$ cat config.mk
export PLATFORM = sky130hd
export DESIGN_NAME = smp_engine
export DESIGN_NICKNAME = d
export VERILOG_FILES = /design/src/rtl/smp_pkg.sv /design/src/rtl/smp_pacer.sv /design/src/rtl/smp_walker.sv /design/src/rtl/smp_ctrl.sv /design/src/rtl/smp_engine.sv
export SDC_FILE = /design/constraint.sdc
export NUM_CORES = 1
export LEC_CHECK = 0
export ABC_AREA = 1
export BUFFER_PORTS_ARGS = -buffer_cell sky130_fd_sc_hd__buf_2
export CAP_MARGIN = 20
export CORE_MARGIN = 1.5
export CORE_UTILIZATION = 40
export DETAILED_ROUTE_END_ITERATION = 7
export SYNTH_ARGS = -nofsm -noshare
export SYNTH_HDL_FRONTEND = slang
export SYNTH_HIERARCHICAL = 1
export SYNTH_SLANG_ARGS = --single-unit
$ cat constraint.sdc
create_clock -name clk -period 2.46 [get_ports clk]
set_input_delay 0.369 -clock clk [delete_from_list [all_inputs] [get_ports clk]]
set_output_delay 0.369 -clock clk [all_outputs]
set_load 0.02 [all_outputs]
$ cat src/rtl/smp_pkg.sv
package smp_pkg;
  typedef enum logic [2:0] {
    ST_IDLE,
    ST_PRIME,
    ST_WAIT,
    ST_CAPT,
    ST_RD,
    ST_OUT,
    ST_PACE,
    ST_DONE
  } smp_state_t;
endpackage

$ cat src/rtl/smp_pacer.sv
module smp_pacer #(
  parameter int PW = 8
) (
  input  logic          clk,
  input  logic          rst_n,
  input  logic          load,
  input  logic [PW-1:0] pace,
  output logic          last
);
  localparam logic [PW-1:0] ONE = PW'(1);

  logic [PW-1:0] cnt_q;

  always_ff @(posedge clk) begin
    if (!rst_n) begin
      cnt_q <= '0;
    end else if (load) begin
      cnt_q <= (pace == '0) ? ONE : pace;
    end else if (cnt_q != '0) begin
      cnt_q <= cnt_q - ONE;
    end
  end

  assign last = (cnt_q == ONE);

  assert_pace_floor_R5: assert property (@(posedge clk) disable iff (!rst_n)
    load |=> (cnt_q != '0));
endmodule

$ cat src/rtl/smp_walker.sv
module smp_walker #(
  parameter int AW = 8,
  parameter int LW = 16
) (
  input  logic          clk,
  input  logic          rst_n,
  input  logic          load,
  input  logic          step,
  input  logic [AW-1:0] base,
  input  logic [LW-1:0] count,
  output logic [AW-1:0] addr,
  output logic          empty
);
  logic [AW-1:0] addr_q;
  logic [LW-1:0] left_q;

  always_ff @(posedge clk) begin
    if (!rst_n) begin
      addr_q <= '0;
      left_q <= '0;
    end else if (load) begin
      addr_q <= base;
      left_q <= count;
    end else if (step) begin
      addr_q <= addr_q + AW'(1);
      left_q <= left_q - LW'(1);
    end
  end

  assign addr  = addr_q;
  assign empty = (left_q == '0);

  assert_no_underflow_R7: assert property (@(posedge clk) disable iff (!rst_n)
    step |-> (left_q != '0));
endmodule

$ cat src/rtl/smp_ctrl.sv
module smp_ctrl
  import smp_pkg::*;
(
  input  logic clk,
  input  logic rst_n,
  input  logic go,
  input  logic rec,
  input  logic fast,
  input  logic len_zero,
  input  logic adc_busy,
  input  logic pace_last,
  input  logic empty,
  output logic walk_load,
  output logic walk_step,
  output logic pace_load,
  output logic dac_load,
  output logic adc_start,
  output logic mem_en,
  output logic mem_we,
  output logic active,
  output logic done
);
  smp_state_t state_q, state_d;
  logic rec_q, fast_q;
  logic accept;

  assign accept = (state_q == ST_IDLE) && go;

  always_comb begin
    state_d = state_q;
    case (state_q)
      ST_IDLE:  if (go) state_d = len_zero ? ST_DONE : (rec ? ST_PRIME : ST_RD);
      ST_PRIME: state_d = ST_WAIT;
      ST_WAIT:  if (fast_q || !adc_busy) state_d = ST_CAPT;
      ST_CAPT:  state_d = ST_PACE;
      ST_RD:    state_d = ST_OUT;
      ST_OUT:   state_d = ST_PACE;
      ST_PACE:  if (pace_last) state_d = empty ? ST_DONE : (rec_q ? ST_WAIT : ST_RD);
      ST_DONE:  state_d = ST_IDLE;
      default:  state_d = ST_IDLE;
    endcase
  end

  always_ff @(posedge clk) begin
    if (!rst_n) begin
      state_q <= ST_IDLE;
      rec_q   <= 1'b0;
      fast_q  <= 1'b0;
    end else begin
      state_q <= state_d;
      if (accept) begin
        rec_q  <= rec;
        fast_q <= fast;
      end
    end
  end

  assign walk_load = accept;
  assign walk_step = (state_q == ST_CAPT) || (state_q == ST_OUT);
  assign pace_load = walk_step;
  assign dac_load  = (state_q == ST_OUT);
  assign adc_start = (state_q == ST_PRIME) || (state_q == ST_CAPT);
  assign mem_en    = (state_q == ST_CAPT) || (state_q == ST_RD);
  assign mem_we    = (state_q == ST_CAPT);
  assign active    = (state_q != ST_IDLE);
  assign done      = (state_q == ST_DONE);

  assert_prime_first_R2: assert property (@(posedge clk) disable iff (!rst_n)
    (accept && rec && !len_zero) |=> (adc_start && !mem_en));

  assert_capture_after_idle_adc_R3: assert property (@(posedge clk) disable iff (!rst_n)
    (mem_we && !fast_q) |-> $past(!adc_busy));

  assert_active_until_done_R7: assert property (@(posedge clk) disable iff (!rst_n)
    (active && !done) |=> active);

  assert_zero_len_R8: assert property (@(posedge clk) disable iff (!rst_n)
    (accept && len_zero) |=> (done && !mem_en && !adc_start));

  assert_go_ignored_R9: assert property (@(posedge clk) disable iff (!rst_n)
    (active && go && !done) |=> (active && $stable(rec_q) && $stable(fast_q)));
endmodule

$ cat src/rtl/smp_engine.sv
module smp_engine #(
  parameter int AW = 8,
  parameter int LW = 16,
  parameter int PW = 8,
  parameter int DW = 8
) (
  input  logic          clk,
  input  logic          rst_n,
  input  logic          go,
  input  logic          rec_mode,
  input  logic          fast_mode,
  input  logic [AW-1:0] base_addr,
  input  logic [LW-1:0] length,
  input  logic [PW-1:0] pace,
  input  logic          adc_busy,
  input  logic [DW-1:0] adc_data,
  output logic          adc_start,
  input  logic [DW-1:0] mem_rdata,
  output logic          mem_en,
  output logic          mem_we,
  output logic [AW-1:0] mem_addr,
  output logic [DW-1:0] mem_wdata,
  output logic [DW-1:0] dac_out,
  output logic          dac_stb,
  output logic          active,
  output logic          done
);
  logic walk_load, walk_step, pace_load, dac_load;
  logic pace_last, empty;
  logic [DW-1:0] dac_q;
  logic          stb_q;

  smp_ctrl u_ctrl (
    .clk       (clk),
    .rst_n     (rst_n),
    .go        (go),
    .rec       (rec_mode),
    .fast      (fast_mode),
    .len_zero  (length == '0),
    .adc_busy  (adc_busy),
    .pace_last (pace_last),
    .empty     (empty),
    .walk_load (walk_load),
    .walk_step (walk_step),
    .pace_load (pace_load),
    .dac_load  (dac_load),
    .adc_start (adc_start),
    .mem_en    (mem_en),
    .mem_we    (mem_we),
    .active    (active),
    .done      (done)
  );

  smp_walker #(.AW(AW), .LW(LW)) u_walker (
    .clk   (clk),
    .rst_n (rst_n),
    .load  (walk_load),
    .step  (walk_step),
    .base  (base_addr),
    .count (length),
    .addr  (mem_addr),
    .empty (empty)
  );

  smp_pacer #(.PW(PW)) u_pacer (
    .clk   (clk),
    .rst_n (rst_n),
    .load  (pace_load),
    .pace  (pace),
    .last  (pace_last)
  );

  always_ff @(posedge clk) begin
    if (!rst_n) begin
      dac_q <= '0;
      stb_q <= 1'b0;
    end else begin
      stb_q <= dac_load;
      if (dac_load) dac_q <= mem_rdata;
    end
  end

  assign dac_out   = dac_q;
  assign dac_stb   = stb_q;
  assign mem_wdata = adc_data;

  assert_stb_single_R6: assert property (@(posedge clk) disable iff (!rst_n)
    dac_stb |=> !dac_stb);

  assert_dac_hold_R6: assert property (@(posedge clk) disable iff (!rst_n)
    !dac_stb |-> $stable(dac_out));

  assert_stb_after_read_R6: assert property (@(posedge clk) disable iff (!rst_n)
    dac_stb |-> $past(mem_en && !mem_we, 2));

  assert_done_single_R7: assert property (@(posedge clk) disable iff (!rst_n)
    done |=> (!done && !active));

  assert_write_strobes_adc_R4: assert property (@(posedge clk) disable iff (!rst_n)
    mem_we |=> adc_busy);
endmodule

==> results of run 1 <==
path summary, 6_finish.rpt:
path | to | slack, ns | cells after the start
worst max-delay path | u_ctrl/state_q[2]$_SDFFE_PN0P_ | 0.55 | 12
worst min register to register | u_ctrl/fast_q$_SDFFE_PN0P_ | 0.46 | 2
worst min-delay path | dac_out[4]$_SDFFE_PN0P_ | 0.28 | 3
worst max register to register | u_ctrl/state_q[2]$_SDFFE_PN0P_ | 0.55 | 12
power by group through the flow:
stage	sequential, mW	clock (mW)	combinational [mW]
6_report	1.23	0.586	2.34
3_5_place_dp	1.24	0	2.34
3_3_place_gp	1.24	0	2.30
4_1_cts	1.23	0.603	2.34
5_1_grt	1.26	0.632	2.65
2_1_floorplan	1.25	0	1.83
metal layers:
layer	GRT usage, %	vias up	routed length [um]
li1	-	1532	-
met1	24.5	1294	3460
met2	32.1	90	3310
met3	3.88	6	428
met4	4.26	0	55
met5	0	-	0
area by class of cell:
cell class	count	area, um2	area share [%]
clock buffers	5	68.8	2.02
multi-input cells	322	1650	48.4
well taps	99	124	3.63
flip-flops and latches	46	921	27.0
inverters	64	245	7.18
repair buffers	70	358	10.5
clock inverters	3	43.8	1.28
worst reg2reg max path: stages, from the launching register on:
cell	delay, ns
dfxtp_1	0.34
inv_2	0.08
ha_1	0.19
inv_1	0.05
nor2_1	0.17
nand3_1	0.14
nor2_1	0.15
nand2_1	0.08
nor4_2	0.31
o21ai_1	0.10
nand3_1	0.09
nand2_1	0.05
a21oi_1	0.11
cells in the final DEF, fill, tap and decap left out, types with 2 or more instances in the layout:
master     n
a21oi_1   21
a21oi_2    2
a22oi_1   10
a31oi_1    4
buf_2     67
buf_4      3
clkbuf_8   5
dfxtp_1   46
ha_1       5
inv_1     56
inv_2      7
inv_6      2
nand2_1   96
nand2_2    5
nand2_4    2
nand3_1   25
nand3_2    6
nand4_1    3
nor2_1    73
nor2_2    11
nor2_4     5
nor3_1     2
o211ai_1   2
o21ai_0   26
o21ai_1    5
or2_2      2
xnor2_1    5
xor2_1     4
through the flow:
stage          util, %  instance area [um2]  power (mW)  cells  hold slack [ns]
2_1_floorplan        -                 2950        3.09    450            0.429
3_3_place_gp      45.8                 3300        3.54    601            0.449
3_5_place_dp      45.8                 3300        3.58    601            0.450
4_1_cts           47.3                 3410        4.17    609            0.276
5_1_grt           47.3                 3410        4.54    609            0.281
6_report          47.3                 3410        4.15    609            0.283
cells in the mapped netlist (all sizes together):
cell type / instances / area (um2)
a21oi: 23 / 123
a22oi: 10 / 75.1
a31oi: 4 / 25.0
and2: 1 / 6.26
buf: 16 / 126
clkbuf: 2 / 7.51
dfxtp: 46 / 921
ha: 5 / 62.6
inv: 64 / 245
nand2: 103 / 414
nand3: 31 / 185
nand3b: 1 / 7.51
nand4: 3 / 18.8
nor2: 90 / 419
nor3: 3 / 20.0
nor4: 1 / 12.5
o211ai: 2 / 15.0
o21ai: 31 / 155
o21bai: 1 / 7.51
o221ai: 1 / 8.76
or2: 3 / 18.8
xnor2: 5 / 43.8
xor2: 4 / 35.0
logic make-up (layout without fill, tap and decap cells):
logic type	after synthesis	after routing	synth area share (%)
AO/OA/AOI/OAI	72	72	13.9
flip-flops	46	46	31.2
adder cells (fa/ha/maj)	5	5	2.12
AND/OR/NAND/NOR	236	236	37.3
XOR/XNOR	9	9	2.67
buffers and inverters	82	142	12.8
flip-flops by register name (all words and copies together), names as in the netlist:
name	flops
u_walker/left_q	16
dac_out	8
u_pacer/cnt_q	8
u_walker/addr	8
u_ctrl/state_q	3
dac_stb	1
u_ctrl/fast_q	1
u_ctrl/rec_q	1
==> key figures, run 1 <==
STA
  – Final Hold Fails: 0
  – Slew Limit Fails: 0
  – Fin Setup TNS: 0 ns
  – Fin worst setup slack: 0.549 ns
  – RSZ-0062 raised after global routing: false
  – Crit path time final: 1.91 ns
  – Maximum clock rate: 523 MHz
  – Max_slew headroom: 66.9%
  – Worst-margin pin slew: 0.496 ns
  – Worst clock skew: 0.0102 ns
  – Final worst-path cycle share: 77.7%
  – Setup violations, final: 0

Place
  – DP HPWL: 5.41 mm
  – Placement Setup Slack: ~0.57 ns
  – GP Congestion: about 0.87
  – Port Buffer Count: 67

CTS
  – Post-CTS Setup Bufs: 0
  – Num CTS Buffers: 5
  – Root Driver: clkbuf_8
  – # clock sinks: 46
  – PostCTS Resize Cnt: 0
  – H-tree Lvls: 2
  – Worst-skew pair later-pin latency: 0.30 ns
  – CTS tree: built
  – Clock transition at path regs: 0.10 ns
  – Max Buffers Root-to-Sink: 2
  – Hold-fix buffers, CTS: 0

Drt
  – # DRC: 0
  – Routed vias: 2,922
  – Antenna Nets Post-Route: 0
  – 1st-pass router iterations: 4
  – Initial DRC count: 128
  – Drt via density: 4.80
  – WL/cell: 11.9 um
  – Routed WL: 7.25 mm

Worst setup path
  – CP Class: reg2reg
  – Critical Path End Type: flip-flop
  – Crit-path max FO: 4
  – CP top delay family: simple AND/OR/NAND/NOR gates
  – CP bufs+invs: 2
  – Crit-path max cell delay: 0.34 ns
  – Critical-path top delay cell: dfxtp_1
  – CP arrival: 2.14 ns
  – Reg2reg start: u_walker/left_q[0]$_SDFFE_PN0P_
  – Critical Path Source: u_walker/left_q[0]$_SDFFE_PN0P_
  – CP cell instances: inv_2 -> ha_1 -> inv_1 -> nor2_1 -> nand3_1 -> nor2_1 -> nand2_1 -> nor4_2 -> o21ai_1 -> nand3_1 -> nand2_1 -> a21oi_1
  – Worst path required time: 2.69 ns
  – Crit start category: flip-flop

Pwr
  – Pwr dens: 1220 nW/um2
  – Worst IR Drop VDD: 0.000516 V
  – Pleak: 1.73 nW
  – Sequential share of power: 29.6%
  – NetSw: a little over 2 mW
  – Switching Share: 49.3%
  – Clock power frac: 14.1%
  – Power Internal: roughly 2.1 mW
  – Gate power share: 56.3%

Outcome
  – Status: finished, final reports clean

GRT
  – Number of antenna violations at the first check in global routing: 0
  – Largest net degree at the start of global routing: 23
  – GRT Total Usage: 18.8%
  – First-pass GRT wire length: 11.6 mm
  – Number of global-route vias before repair: 2,634
  – GR Overflow Total: 0

Logic synthesis
  – Cells after synthesis: 450
  – Mapped Area: slightly below 3000 um2
  – Sequential cell area fraction in the yosys report: 31.2%
  – Syn_nets: 509
  – Yosys Warn Count: 6
  – #FFs+latches synth: 46
  – Cell variety after synth: 38
  – Syn Area/Cell: around 6.6 um2

Final layout
  – Fillers: between 700 and 800
  – Final net count: roughly 570
  – Layout cell share with drive strength beyond 1: 23.9%
  – Ant diodes: 0
  – Area growth syn-to-layout: 15.6%

Min path
  – Worst Hold Launch: mem_rdata[4]
  – HP Class: in2reg

Floorplan
  – Standard-cell rows: 31
  – Starting density of the core: 40.9%
  – Num ports: 84
  – Core area: 7210 um2
  – Vert. Die Dim: 88.9 um
  – Chip width: about 89 um
  – Die area: 7910 um2

Run
  – Max-cap viol count: 0
No activity file was read; power rests on OpenSTA's default activity.
==> inputs of run 2 (changes only) <==
--- a/config.mk
+++ b/config.mk
@@ -11,6 +11,7 @@
 export CORE_MARGIN = 1.5
 export CORE_UTILIZATION = 40
 export DETAILED_ROUTE_END_ITERATION = 7
+export PLACE_DENSITY = 0.66
 export SYNTH_ARGS = -nofsm -noshare
 export SYNTH_HDL_FRONTEND = slang
 export SYNTH_HIERARCHICAL = 1
==> constraint.sdc (replaced) <==
create_clock -name clk -period 1.68 [get_ports clk]
set_input_delay 0.252 -clock clk [delete_from_list [all_inputs] [get_ports clk]]
set_output_delay 0.252 -clock clk [all_outputs]
set_load 0.02 [all_outputs]
==> run 2 against run 1 <==
  * Via count is 5.3% higher
  * Highest routed layer unchanged
  * Setup slack worse by 0.54 ns
  * Non-clock buffer count is 21 higher
  * Register-to-register slack worse by 0.54 ns
  * Largest cell class unchanged
  * Flip-flop and latch count stayed put
==> key figures, run 2 (same netlist as run 1, synthesis figures left out) <==
Outcome
  – Status: finished, final reports clean

Worst setup path
  – Crit start category: flip-flop
  – Worst path required time: 1.93 ns (-0.76 ns)
  – CP cell instances: inv_2 -> ha_4 -> inv_2 -> nor2_4 -> nand3_4 -> nor2_4 -> nand2_2 -> nor4_4 -> o21ai_1 -> nand3_1 -> nand2_1 -> a21oi_2
  – Crit-path max cell delay: 0.34 ns (about the same)
  – Reg2reg start: u_walker/left_q[0]$_SDFFE_PN0P_
  – Critical Path Source: u_walker/left_q[0]$_SDFFE_PN0P_
  – CP Class: reg2reg
  – CP arrival: 1.92 ns (-0.22 ns)
  – Critical Path End Type: flip-flop
  – Critical-path top delay cell: dfxtp_2
  – Crit-path max FO: 3 (-1)

Drt
  – Routed vias: 3,077 (+5.3%)
  – Initial DRC count: 151 (+18%)
  – # DRC: 0 (unchanged)
  – Drt via density: 4.88 (+1.8%)
  – Routed WL: 7.72 mm (+6.5%)
  – Antenna Nets Post-Route: 0 (unchanged)
  – 1st-pass router iterations: 4 (unchanged)
  – WL/cell: 12.3 um (+3.0%)

Final layout
  – Final net count: 589 (+3.7%)
  – Max FFs per register: 16 (unchanged)
  – Ant diodes: 0 (unchanged)
  – Most common cell after layout, fill and taps aside: nand2_1
  – Layout cell share with drive strength beyond 1: 31.3% (+7.3 points)
  – Largest reg by FF count: u_walker/left_q
  – Area growth syn-to-layout: 24.3%
  – Most frequent cells in the layout: nand2_1 (93), nor2_1 (71), buf_2 (67)

STA
  – Maximum clock rate: 598 MHz (+14%)
  – Hold slack: 0.154 ns (-0.129 ns)
  – Worst clock skew: 0.0143 ns (+0.00415 ns)
  – Slew Limit Fails: 0 (unchanged)
  – Final worst-path cycle share: 99.5% (+22 points)
  – RSZ-0062 raised after global routing: true
  – Setup violations, final: 0 (unchanged)
  – Crit path time final: 1.67 ns (-0.240 ns)
  – Fin Setup TNS: 0 ns (unchanged)
  – Final Hold Fails: 0 (unchanged)
  – Max_slew headroom: 69.4% (+2.5 points)
  – Worst-margin pin slew: 0.458 ns (-0.0373 ns)

CTS
  – H-tree Lvls: 2 (unchanged)
  – Num CTS Buffers: 5 (unchanged)
  – Worst-skew pair later-pin latency: 0.31 ns (about the same)
  – # clock sinks: 46 (unchanged)
  – Max Buffers Root-to-Sink: 2 (unchanged)
  – Clock transition at path regs: 0.10 ns (about the same)
  – Root Driver: clkbuf_8
  – CTS tree: built

Place
  – GP Congestion: 0.909 (+4.8%)
  – Port Buffer Count: 67 (unchanged)
  – DP HPWL: 5.49 mm (+1.5%)

GRT
  – Largest net degree at the start of global routing: 25 (+8.7%)
  – Number of global-route vias before repair: 2,625 (-0.34%)
  – GR Overflow Total: 0 (unchanged)
  – Number of antenna violations at the first check in global routing: 0 (unchanged)
  – GRT Total Usage: 19.5% (+0.70 points)
  – First-pass GRT wire length: 12.0 mm (+3.0%)

Floorplan
  – Starting density of the core: 40.9% (unchanged)
  – Standard-cell rows: 31 (unchanged)
  – Num ports: 84 (unchanged)
  – Core area: 7210 um2 (unchanged)
  – Chip width: 88.9 um (unchanged)
  – Vert. Die Dim: 88.9 um (unchanged)
  – Die area: 7910 um2 (unchanged)

Min path
  – HP Class: in2reg
  – Worst Hold Launch: mem_rdata[3]

Pwr
  – Pwr dens: 1850 nW/um2 (+52%)
  – Worst IR Drop VDD: 0.000757 V (+47%)
  – Pleak: 1.84 nW (+6.4%)

Run
  – Max-cap viol count: 0 (unchanged)
## run 2: cell count changes in the layout (fill, tap and decap cells not counted), sizes merged
| cell | delta |
|---|---|
| clkinv | +1 |
| buf | +21 |
| bufinv | -1 |
## run 2: per-stage QoR
step	power, mW	worst slack [ns]	util, %	instances	instance area, um2
6_report	6.80	0.00891	50.9	630	3670
5_1_grt	7.38	-0.0989	50.9	630	3670
4_1_cts	6.55	-0.0526	49.8	630	3590
3_5_place_dp	5.41	-0.0917	46.7	610	3370
3_3_place_gp	5.33	-0.0125	46.7	610	3370
2_1_floorplan	4.52	0.0800	-	450	2950
## run 2: area by class of cell
| type | instances | area, um2 |
|---|---|---|
| timing repair buffer | 91 | 527 |
| multi-input combinational | 322 | 1760 |
| fill | 739 | 3540 |
| clock buffer | 5 | 68.8 |
| sequential | 46 | 927 |
| tap | 99 | 124 |
| clock inverter | 3 | 18.8 |
| inverter | 64 | 250 |
## run 2: power by group
group	total, mW	switching, mW	internal, mW
clock	0.717	0.423	0.294
combinational	4.25	2.52	1.73
sequential	1.84	0.397	1.44
total	6.80	3.34	3.46
## run 2: final timing paths
check | endpoint | slack [ns] | cells after the start
setup / recovery | u_ctrl/state_q[2]$_SDFFE_PN0P_ | 0.009 | 12
hold / removal | dac_out[3]$_SDFFE_PN0P_ | 0.15 | 3
setup reg to reg | u_ctrl/state_q[2]$_SDFFE_PN0P_ | 0.009 | 12
hold reg to reg | u_ctrl/fast_q$_SDFFE_PN0P_ | 0.46 | 2
## run 2: layer usage
metal,vias up,wire length (um),track usage [%]
li1,1578,-,-
met1,1395,3490,26.0
met2,96,3650,32.3
met3,8,496,3.32
met4,0,81,5.97
met5,-,0,0
## run 2: worst max-delay path, delay by kind of cell, from the launching register on
kind	cells	cell delay, ns
AOI/OAI and AO/OA	2	0.20
adders and majority gates	1	0.13
buffers and inverters	2	0.11
DFF	1	0.34
and+or+nand+nor	7	0.83
## run 2: what timing repair did
action                     4_1_cts  5_1_grt
hold buffers                     0        0
resized for setup               14       21
setup buffers                   12        3
setup endpoints to repair        3       32
pin swaps                        7       11
